==> src/rtl/wstep_pkg.sv <==
package wstep_pkg;
  // Strobes from control to datapath, valid for one cycle.
  typedef struct packed {
    logic step;   // apply one step this cycle
    logic up;     // direction of the step
    logic leave;  // exit condition seen
  } stepCmd_t;
endpackage

==> src/rtl/wstep_ctrl.sv <==
module wstep_ctrl
  import wstep_pkg::*;
#(
  parameter int CH_W = 2
) (
  input  logic            clk,
  input  logic            rstN,
  input  logic            armIn,
  input  logic [CH_W-1:0] armChan,
  input  logic            sclIn,
  input  logic            sdaIn,
  output stepCmd_t        cmd,
  output logic            active,
  output logic [CH_W-1:0] chanQ
);
  logic sclPrev, sdaPrev;
  logic sclRise, startSeen, stopSeen;

  // Idle bus level is high on both lines.
  always_ff @(posedge clk) begin
    if (!rstN) begin
      sclPrev <= 1'b1;
      sdaPrev <= 1'b1;
    end else begin
      sclPrev <= sclIn;
      sdaPrev <= sdaIn;
    end
  end

  always_comb begin
    sclRise   = sclIn & ~sclPrev;
    startSeen = sclPrev & sclIn & sdaPrev & ~sdaIn;
    stopSeen  = sclPrev & sclIn & ~sdaPrev & sdaIn;
    cmd.step  = active & sclRise;
    cmd.up    = sdaIn;
    cmd.leave = active & (startSeen | stopSeen);
  end

  always_ff @(posedge clk) begin
    if (!rstN) begin
      active <= 1'b0;
      chanQ  <= '0;
    end else if (armIn) begin
      active <= 1'b1;
      chanQ  <= armChan;
    end else if (cmd.leave) begin
      active <= 1'b0;
    end
  end


  arm_enters_chk: assert property (@(posedge clk) disable iff (!rstN)
    armIn |=> (active && chanQ == $past(armChan)));


  leave_exits_chk: assert property (@(posedge clk) disable iff (!rstN)
    (active && (startSeen || stopSeen) && !armIn) |=> !active);


  chan_hold_chk: assert property (@(posedge clk) disable iff (!rstN)
    (active && !armIn) |=> $stable(chanQ));
endmodule

==> src/rtl/wstep_data.sv <==
module wstep_data
  import wstep_pkg::*;
#(
  parameter int CODE_W = 8,
  parameter int NUM_CH = 4,
  parameter int CH_W   = 2
) (
  input  logic                     clk,
  input  logic                     rstN,
  input  stepCmd_t                 cmd,
  input  logic [CH_W-1:0]          chanQ,
  input  logic [NUM_CH*CODE_W-1:0] wiperIn,
  output logic                     wrEn,
  output logic [CH_W-1:0]          wrChan,
  output logic [CODE_W-1:0]        wrData
);
  localparam logic [CODE_W-1:0] CODE_MAX = {CODE_W{1'b1}};
  localparam logic [CODE_W-1:0] CODE_ONE = CODE_W'(1);

  logic [CODE_W-1:0] codes [NUM_CH];
  logic [CODE_W-1:0] curCode, nextCode;
  logic              atLimit;

  for (genvar g = 0; g < NUM_CH; g++) begin : g_unpack
    assign codes[g] = wiperIn[g*CODE_W +: CODE_W];
  end

  always_comb begin
    curCode  = codes[chanQ];
    atLimit  = cmd.up ? (curCode == CODE_MAX) : (curCode == '0);
    nextCode = cmd.up ? curCode + CODE_ONE : curCode - CODE_ONE;
  end

  always_ff @(posedge clk) begin
    if (!rstN) begin
      wrEn   <= 1'b0;
      wrChan <= '0;
      wrData <= '0;
    end else begin
      wrEn   <= cmd.step & ~atLimit;
      wrChan <= chanQ;
      wrData <= nextCode;
    end
  end


  step_size_chk: assert property (@(posedge clk) disable iff (!rstN)
    wrEn |-> (wrData == $past(curCode) + CODE_ONE || wrData == $past(curCode) - CODE_ONE));


  no_wrap_chk: assert property (@(posedge clk) disable iff (!rstN)
    wrEn |-> !((wrData == '0 && $past(curCode) == CODE_MAX) ||
               (wrData == CODE_MAX && $past(curCode) == '0)));


  single_write_chk: assert property (@(posedge clk) disable iff (!rstN)
    wrEn |=> !wrEn);
endmodule

==> src/rtl/wiper_stepper.sv <==
module wiper_stepper
  import wstep_pkg::*;
#(
  parameter int CODE_W = 8,
  parameter int NUM_CH = 4,
  localparam int CH_W  = (NUM_CH > 1) ? $clog2(NUM_CH) : 1
) (
  input  logic                     clk,
  input  logic                     rstN,
  input  logic                     armIn,
  input  logic [CH_W-1:0]          armChan,
  input  logic                     sclIn,
  input  logic                     sdaIn,
  input  logic [NUM_CH*CODE_W-1:0] wiperIn,
  output logic                     modeActive,
  output logic                     wrEn,
  output logic [CH_W-1:0]          wrChan,
  output logic [CODE_W-1:0]        wrData
);
  stepCmd_t        cmd;
  logic [CH_W-1:0] chanQ;

  wstep_ctrl #(.CH_W(CH_W)) u_ctrl (
    .clk(clk), .rstN(rstN), .armIn(armIn), .armChan(armChan),
    .sclIn(sclIn), .sdaIn(sdaIn), .cmd(cmd), .active(modeActive), .chanQ(chanQ)
  );

  wstep_data #(.CODE_W(CODE_W), .NUM_CH(NUM_CH), .CH_W(CH_W)) u_data (
    .clk(clk), .rstN(rstN), .cmd(cmd), .chanQ(chanQ), .wiperIn(wiperIn),
    .wrEn(wrEn), .wrChan(wrChan), .wrData(wrData)
  );


  idle_no_write_chk: assert property (@(posedge clk) disable iff (!rstN)
    !modeActive |=> !wrEn);
endmodule

==> config.mk <==
export PLATFORM = sky130hd
export DESIGN_NAME = wiper_stepper
export DESIGN_NICKNAME = d
export VERILOG_FILES = /design/src/rtl/wstep_pkg.sv /design/src/rtl/wstep_ctrl.sv /design/src/rtl/wstep_data.sv /design/src/rtl/wiper_stepper.sv
export SDC_FILE = /design/constraint.sdc
export NUM_CORES = 1
export LEC_CHECK = 0
export BUFFER_PORTS_ARGS = -buffer_cell sky130_fd_sc_hd__buf_2
export CORE_AREA = 5 5 53 55
export CTS_CLUSTER_DIAMETER = 150
export DETAILED_ROUTE_END_ITERATION = 6
export DIE_AREA = 0 0 58 60
export PLACE_DENSITY = 0.81
export SYNTH_ARGS = -nofsm -noshare
export SYNTH_HDL_FRONTEND = slang
export SYNTH_HIERARCHICAL = 1
export SYNTH_SLANG_ARGS = --single-unit
==> constraint.sdc <==
create_clock -name clk -period 4.38 [get_ports clk]
set_input_delay 0.219 -clock clk [delete_from_list [all_inputs] [get_ports clk]]
set_output_delay 0.219 -clock clk [all_outputs]
set_load 0.02 [all_outputs]
# Yosys cells after proc, flatten, opt, wreduce, memory -nomap -nowiden
# Cells that the tools add are included.
[totals]
inputBits = 39
rom_bits = 0
elab_cells = 35
ramBits = 0
latch_bits = 0
n_memories = 0
output_inout_bits = 12
reg_bits = 16
[classes]
n_lt_le_gt_ge = 1
div_mod_pow = 0
eq_ne = 1
multipliers = 0
n_bitwise = 15
n_addsub = 2
n_mux = 7
n_reduce_logical = 2
shifts = 0
[op_table]
columns = ["op", "count"]
rows = [
  ["$mux 8", 3],
  ["$bmux 8 s2", 1],
  ["$and 1x1->1", 9],
  ["$add 8x1->8 const B", 1],
  ["$eq 8x8->1 const B", 1],
  ["$logic_not 8->1", 1],
  ["$sub 8x1->8 const B", 1],
  ["$not 1->1", 4],
  ["$ge 3x3->1 const B", 1],
  ["$mux 1", 3],
  ["$not 2->3", 1],
  ["$reduce_bool 2->1", 1],
  ["$or 1x1->1", 1],
]

# Depth between registers and ports, before layout
# Gate-level depths: netlist of run 1.
[depth]
word_depth = 8
depth_mapped = 7
ltp_nobuf = 6

# Modules after synthesis
# The synthesis of run 1 kept the hierarchy.
[by_module_without_submodules]
columns = ["module", "seq_area_each_um2", "instances", "area_per_inst_um2", "cells_each"]
rows = [
  ["wstep_data", 220.2, 1, 860.8, 86],
  ["wstep_ctrl", 100.1, 1, 195.2, 18],
]

# Least setup slack after synthesis of run 1
# Ideal clock, no wire load.
[synth_timing]
path_kind = "reg-to-reg"
from = "register u_ctrl.chanQ[0]"
to = "register u_data.wrData[6]"
n_path_buf = 1
arrival_time_ns = 2.127
stages_incl_launch_ff = 8
setup_slack_ns = 2.123
required_time_ns = 4.250
period_less_slack_ns = 2.257
setup_time_ns = 0.130
cell_sequence = "dfxtp_1 > buf_6 > mux4_2 > fa_1 > a21o_1 > a21oi_1 > o21a_1 > o211ai_1"
[synth_between]
elab_chain_len = 6
elab_cells_between_ends = 7
cone_classes = "add/sub (2); mux (4); bitwise (1)"
[synth_rtl]
columns = ["element", "line_no", "text"]
rows = [
  ["start: declaration", "wstep_ctrl.sv:14", "output logic [CH_W-1:0] chanQ"],
  ["start signal: assignment", "wstep_ctrl.sv:45", "chanQ <= armChan;"],
  ["$not 2->3 (implied by the code) *", "wstep_data.sv:29", "curCode = codes[chanQ];"],
  ["$bmux 8 s2 *", "wstep_data.sv:29", ""],
  ["$mux 8 (implied by the code) * (2 in a row)", "wstep_data.sv:29", ""],
  ["$sub 8x1->8 / $add 8x1->8 (equally long branches)", "wstep_data.sv:31", "nextCode = cmd.up ? curCode + CODE_ONE : curCode - CODE_ONE;"],
  ["$mux 8 *", "wstep_data.sv:31", ""],
  ["end signal: assignment", "wstep_data.sv:42", "wrData <= nextCode;"],
  ["end: declaration", "wstep_data.sv:15", "output logic [CODE_W-1:0] wrData"],
]
# Every way passes the cells marked *; elsewhere a longest branch is shown, timed or not. The select of a mux whose other input is x is not followed.
# A chain may end at the register's enable or synchronous reset.

# Final worst setup path of run 1
[layout_timing]
from = "register u_ctrl.chanQ[0]"
to = "register u_data.wrData[7]"
# Same word-level chain as after synthesis.

==> qor.csv, run 1 <==
stage,metric,value,unit
outcome,status,completed,
global_route,grt_usage,16.6,%
power_and_ir_drop,p_leak,0.613,nW
worst_setup_path,crit_path_end_kind,flip-flop,
sta,rsz0062_at_grt,false,
yosys,yosys_warnings,6,
sta,slew_headroom,61.4,%
cts,clock_sinks,16,
worst_setup_path,cp-start-kind,flip-flop,
power_and_ir_drop,peakVddDrop,0.245,mV
sta,fmax,367,MHz
cts,tritoncts,done,
finish,fillers,215,
cts,cts_setup_buffers,0,
floorplan,initial_core_util,44.8,%
yosys,netlist_area,1050,µm²
sta,setup_violations,0,
yosys,synth.net_count,149,
sta,skew,4.23,ps
yosys,synthCells,103,
cts,clk-insertion-delay-late,290,ps
sta,hold_ws,142,ps
worst_setup_path,crit_chain,mux4_2 > ha_1 > nand3b_1 > o221ai_1 > a221oi_1 > mux2i_1,
global_route,grt_pass1_vias,1084,
place,globalplace.congestion,0.786,
drt,wire_per_inst,14.4,µm
worst_setup_path,cp_max_fo,12,
drt,drtIter0Drc,47,
yosys,syn_area_per_cell,10.2,µm²
finish,postLayoutCoreUtil,56.7,%
sta,tightest_slew,579,ps
finish,antennaDiodeCount,0,
cts,hold_buffers,0,
sta,tns,0,ps
global_route,grt_antenna_before_repair,0,
worst_setup_path,critPathBufInv,0,
worst_setup_path,crit_family,multiplexers,
drt,ant_nets,0,
cts,clockBufferDepth,2,
floorplan,num_io_pins,51,
worst_setup_path,critical_path_required,4610,ps
global_route,grt_pass1_wl,4.46,mm
finish,layout.nets,200,
finish,areaGrowthSynthToFinish,26.7,%
power_and_ir_drop,powerDensity,302,nW/µm²
floorplan,row_count,18,
place,port-buffer-count,50,
finish,ff_latch_area,320,µm²
drt,via_per_inst,5.51,
global_route,overflow,0,
cts,clkTransAtPathRegs,90,ps
sta,min_period,2720,ps
worst_hold_path,hp-class,in -> reg,
floorplan,die_h,60,µm
worst_setup_path,max_stage_delay,690,ps
global_route,grt_start_max_net_pins,17,
sta,slew_violations,0,
cts,cts_repair_resize_count,0,
sta,hold_viol_final,0,
place,dpl.hpwl,2.16,mm
finish,multi_input_area,679,µm²
worst_setup_path,critPathSlowestCell,dfxtp_1,
cts,cts_buffers,3,
drt,wirelength,2.62,mm
cts,root_buffer,clkbuf_4,
floorplan,die_x,58,µm
cts,cts_max_level,1,
worst_setup_path,cp.arrival,2950,ps
sta,fin_crit_sh,62.2,%
worst_setup_path,crit_type,reg -> reg,
drt,num_vias,1003,
finish,drive_gt1_share,40.8,%
floorplan,die_area,3480,µm²
drt,post-route-drc-count,0,
drt,dr.pass1.iters,5,
run,max_cap_viol_count,0,
floorplan,core,2340,µm²
-- registers in the layout (all words and copies together), names as in the netlist --
signal / count
u_data/wrData: 8
u_ctrl/chanQ: 2
u_data/wrChan: 2
u_ctrl/active: 1
u_ctrl/sclPrev: 1
u_ctrl/sdaPrev: 1
u_data/wrEn: 1
-- per-layer routing --
metal | vias up | global-route usage [%] | share of wire [%]
met4 | 0 | 13.6 | 4.2
met1 | 457 | 18.4 | 41
met2 | 54 | 27.7 | 46
met3 | 11 | 3.24 | 8.6
li1 | 481 | - | -
met5 | - | 0 | 0
-- final cells by class --
| cell class | instances | share of cell area (%) |
|---|---|---|
| Multi-Input combinational cell | 78 | 51.1 |
| Sequential cell | 16 | 24.1 |
| Timing Repair Buffer | 50 | 18.8 |
| Tap cell | 30 | 2.82 |
| Clock buffer | 3 | 1.69 |
| Inverter | 5 | 1.41 |
-- final timing paths --
| kind | from | to | slack, ps | cells past startpoint |
|---|---|---|---|---|
| min | sclIn | u_ctrl/sclPrev$_SDFF_PN1_ | 140 | 2 |
| max reg2reg | u_ctrl/chanQ[0]$_SDFFE_PN0P_ | u_data/wrData[7]$_SDFF_PN0_ | 1660 | 6 |
| max | u_ctrl/chanQ[0]$_SDFFE_PN0P_ | u_data/wrData[7]$_SDFF_PN0_ | 1660 | 6 |
| min reg2reg | u_ctrl/sclPrev$_SDFF_PN1_ | u_data/wrEn$_SDFF_PN0_ | 530 | 3 |
-- through the flow --
step	setup slack, ps	instances	power [mW]	cell area [µm²]
3_5_place_dp	1700	179	0.327	1310
6_report	1660	182	0.402	1330
2_1_floorplan	2120	103	0.279	1050
3_3_place_gp	1820	179	0.320	1310
4_1_cts	1660	182	0.402	1330
5_1_grt	1450	182	0.429	1330
-- cell usage in the layout, fill, tap and decap left out, types with 2 or more instances in the layout --
cell and n:
buf_2 50, dfxtp_1 16, nand2_1 9, nor2_1 7, mux4_2 7, mux2i_1 6
ha_1 6, inv_1 5, xnor2_1 4, nor3_1 4, clkbuf_4 3, nand2b_1 3
a21oi_1 3, nand3_1 3, nand3b_1 2, nor2b_1 2, o21a_1 2, nor4_1 2
o21ai_0 2, and2_1 2
-- power by group --
group / total, mW / switching (mW) / leakage [nW] / internal, mW
registers: 0.170 / 0.00826 / 0.133 / 0.162
logic: 0.155 / 0.0839 / 0.466 / 0.0714
clock network: 0.0763 / 0.0443 / 0.0138 / 0.0320
Power figures use the tool's default switching activity.
==> run 2: changes to the inputs <==
--- a/config.mk
+++ b/config.mk
@@ -6,11 +6,11 @@
 export NUM_CORES = 1
 export LEC_CHECK = 0
 export BUFFER_PORTS_ARGS = -buffer_cell sky130_fd_sc_hd__buf_2
-export CORE_AREA = 5 5 53 55
+export CORE_AREA = 5 5 55 57
 export CTS_CLUSTER_DIAMETER = 150
 export DETAILED_ROUTE_END_ITERATION = 6
-export DIE_AREA = 0 0 58 60
-export PLACE_DENSITY = 0.81
+export DIE_AREA = 0 0 60 62
+export PLACE_DENSITY = 0.75
 export SYNTH_ARGS = -nofsm -noshare
 export SYNTH_HDL_FRONTEND = slang
 export SYNTH_HIERARCHICAL = 1
==> constraint.sdc (replaced) <==
create_clock -name clk -period 2.6 [get_ports clk]
set_input_delay 0.13 -clock clk [delete_from_list [all_inputs] [get_ports clk]]
set_output_delay 0.13 -clock clk [all_outputs]
set_load 0.02 [all_outputs]
==> qor.csv, run 2 (same netlist as run 1, synthesis figures left out) <==
stage,metric,value,unit
sta,slew_violations,0,
cts,cts_buffers,3,
worst_setup_path,reg2reg_depth,6,
place,dpl_cell_area,1330,µm²
drt,post-route-drc-count,0,
sta,fmax,415,MHz
worst_setup_path,cp_max_fo,10,
floorplan,die_x,60,µm
place,pre_cts_ws,66.0,ps
drt,drt-met1-wl,1.03,mm
global_route,grt_start_max_net_pins,17,
drt,dr_wl_met2,1.31,mm
floorplan,row_count,18,
worst_setup_path,cp.arrival,2620,ps
floorplan,die_h,62,µm
worst_hold_path,hp-class,in -> reg,
sta,setup_slack,193,ps
finish,drive_gt1_share,42.9,%
power_and_ir_drop,p_leak,0.636,nW
sta,slew_headroom,72.6,%
cts,clkTransAtPathRegs,90,ps
worst_hold_path,hold_start,sclIn,
worst_hold_path,min_path_cells,2,
drt,dr.pass1.iters,4,
finish,final_cell_mix,"buf_2 (50), dfxtp_1 (15), nand2_1 (9), nor2_1 (7), mux4_2 (7)",
sta,tightest_slew,408,ps
worst_setup_path,r2r_slack,190,ps
worst_setup_path,rr_endpoint,u_data/wrData[7]$_SDFF_PN0_,
drt,wirelength,2.69,mm
sta,fin_crit_sh,92.6,%
worst_hold_path,holdPathEnd,u_ctrl/sclPrev$_SDFF_PN1_,
finish,final_common_cell,buf_2,
sta,rsz0062_at_grt,false,
floorplan,die_area,3720,µm²
floorplan,core,2430,µm²
place,dpl.hpwl,2.25,mm
power_and_ir_drop,powerDensity,521,nW/µm²
worst_setup_path,crit_type,reg -> reg,
global_route,overflow,0,
sta,tns,0,ps
floorplan,initial_core_util,43.1,%
worst_setup_path,cp-start-kind,flip-flop,
run,max_cap_viol_count,0,
drt,dr.max_layer_used,met4,
worst_setup_path,crit_path_end_kind,flip-flop,
cts,tritoncts,done,
finish,regMostFlops,u_data/wrData,
cts,clockBufferDepth,2,
drt,drtIter0Drc,23,
cts,cts_max_level,1,
cts,clk-insertion-delay-late,280,ps
cts,root_buffer,clkbuf_4,
place,port-buffer-count,50,
finish,final_area,1370,µm²
cts,hold_buffers,0,
cts,clock_sinks,16,
sta,skew,0.266,ps
sta,setup_violations,0,
finish,antennaDiodeCount,0,
drt,wire_per_inst,14.5,µm
sta,min_period,2410,ps
global_route,grt_antenna_before_repair,0,
drt,ant_nets,0,
cts,cts_setup_buffers,0,
drt,num_vias,1033,
drt,met3_length,266,µm
outcome,status,completed,
power_and_ir_drop,p_total,712,µW
drt,via_per_inst,5.55,
worst_setup_path,critical_path_required,2820,ps
finish,areaGrowthSynthToFinish,30.3,%
finish,layout.nets,203,
global_route,grt_pass1_wl,4.51,mm
worst_setup_path,reg2reg_from,u_ctrl/chanQ[0]$_SDFFE_PN0P_,
sta,hold_viol_final,0,
global_route,grt_pass1_vias,1058,
place,globalplace.congestion,0.839,
floorplan,num_io_pins,51,
cts,cts_repair_resize_count,0,
finish,largestRegisters,"u_data/wrData (8), u_ctrl/chanQ (2), u_data/wrChan (2)",
finish,largest_reg_flops,8,
power_and_ir_drop,peakVddDrop,0.293,mV
global_route,grt_usage,16.2,%
## run 2: layout make-up
class                           count  area, µm²
Fill cell                         225       1070
Multi-Input combinational cell     78        679
Sequential cell                    16        322
Timing Repair Buffer               53        273
Tap cell                           30       37.5
Clock buffer                        4       36.3
Inverter                            5       18.8
## run 2: layer usage
layer,vias to the layer above,track usage (%)
met1,462,18.7
met4,0,10.8
li1,493,-
met5,-,0
met2,68,27.3
met3,10,3.10
## run 2: worst max-delay path by stage
stage                                            start                     endpoint  slack [ps]  cells after the start
final                     u_ctrl/chanQ[0]$_SDFFE_PN0P_  u_data/wrData[7]$_SDFF_PN0_         190                      6
after global routing      u_ctrl/chanQ[0]$_SDFFE_PN0P_  u_data/wrData[7]$_SDFF_PN0_          10                      6
after CTS                 u_ctrl/chanQ[0]$_SDFFE_PN0P_  u_data/wrData[7]$_SDFF_PN0_          40                      6
after detailed placement  u_ctrl/chanQ[0]$_SDFFE_PN0P_  u_data/wrData[7]$_SDFF_PN0_          70                      6
after global placement    u_ctrl/chanQ[0]$_SDFFE_PN0P_  u_data/wrData[6]$_SDFF_PN0_         140                      6
after floorplan           u_ctrl/chanQ[0]$_SDFFE_PN0P_  u_data/wrData[6]$_SDFF_PN0_         340                      7
## run 2: where the power goes
group          switching, mW  internal (mW)  total [mW]
registers             0.0111          0.273       0.284
logic                  0.145          0.124       0.269
clock network         0.0742         0.0852       0.159
total                  0.231          0.482       0.712
## run 2: critical path, cell delays in order (launching register included)
cell and delay (ps):
dfxtp_2 480, mux4_2 570, ha_1 380, nand3b_1 130, o221ai_1 190, a221oi_1 380, mux2i_1 210
## run 2: per-stage QoR
step | util (%) | cells | hold slack (ps)
after detailed placement | 54.6 | 182 | 352
after global routing | 56.2 | 186 | 76.9
after floorplan | - | 103 | 203
after global placement | 54.6 | 182 | 342
after CTS | 56.1 | 186 | 49.3
final | 56.2 | 186 | 60.3
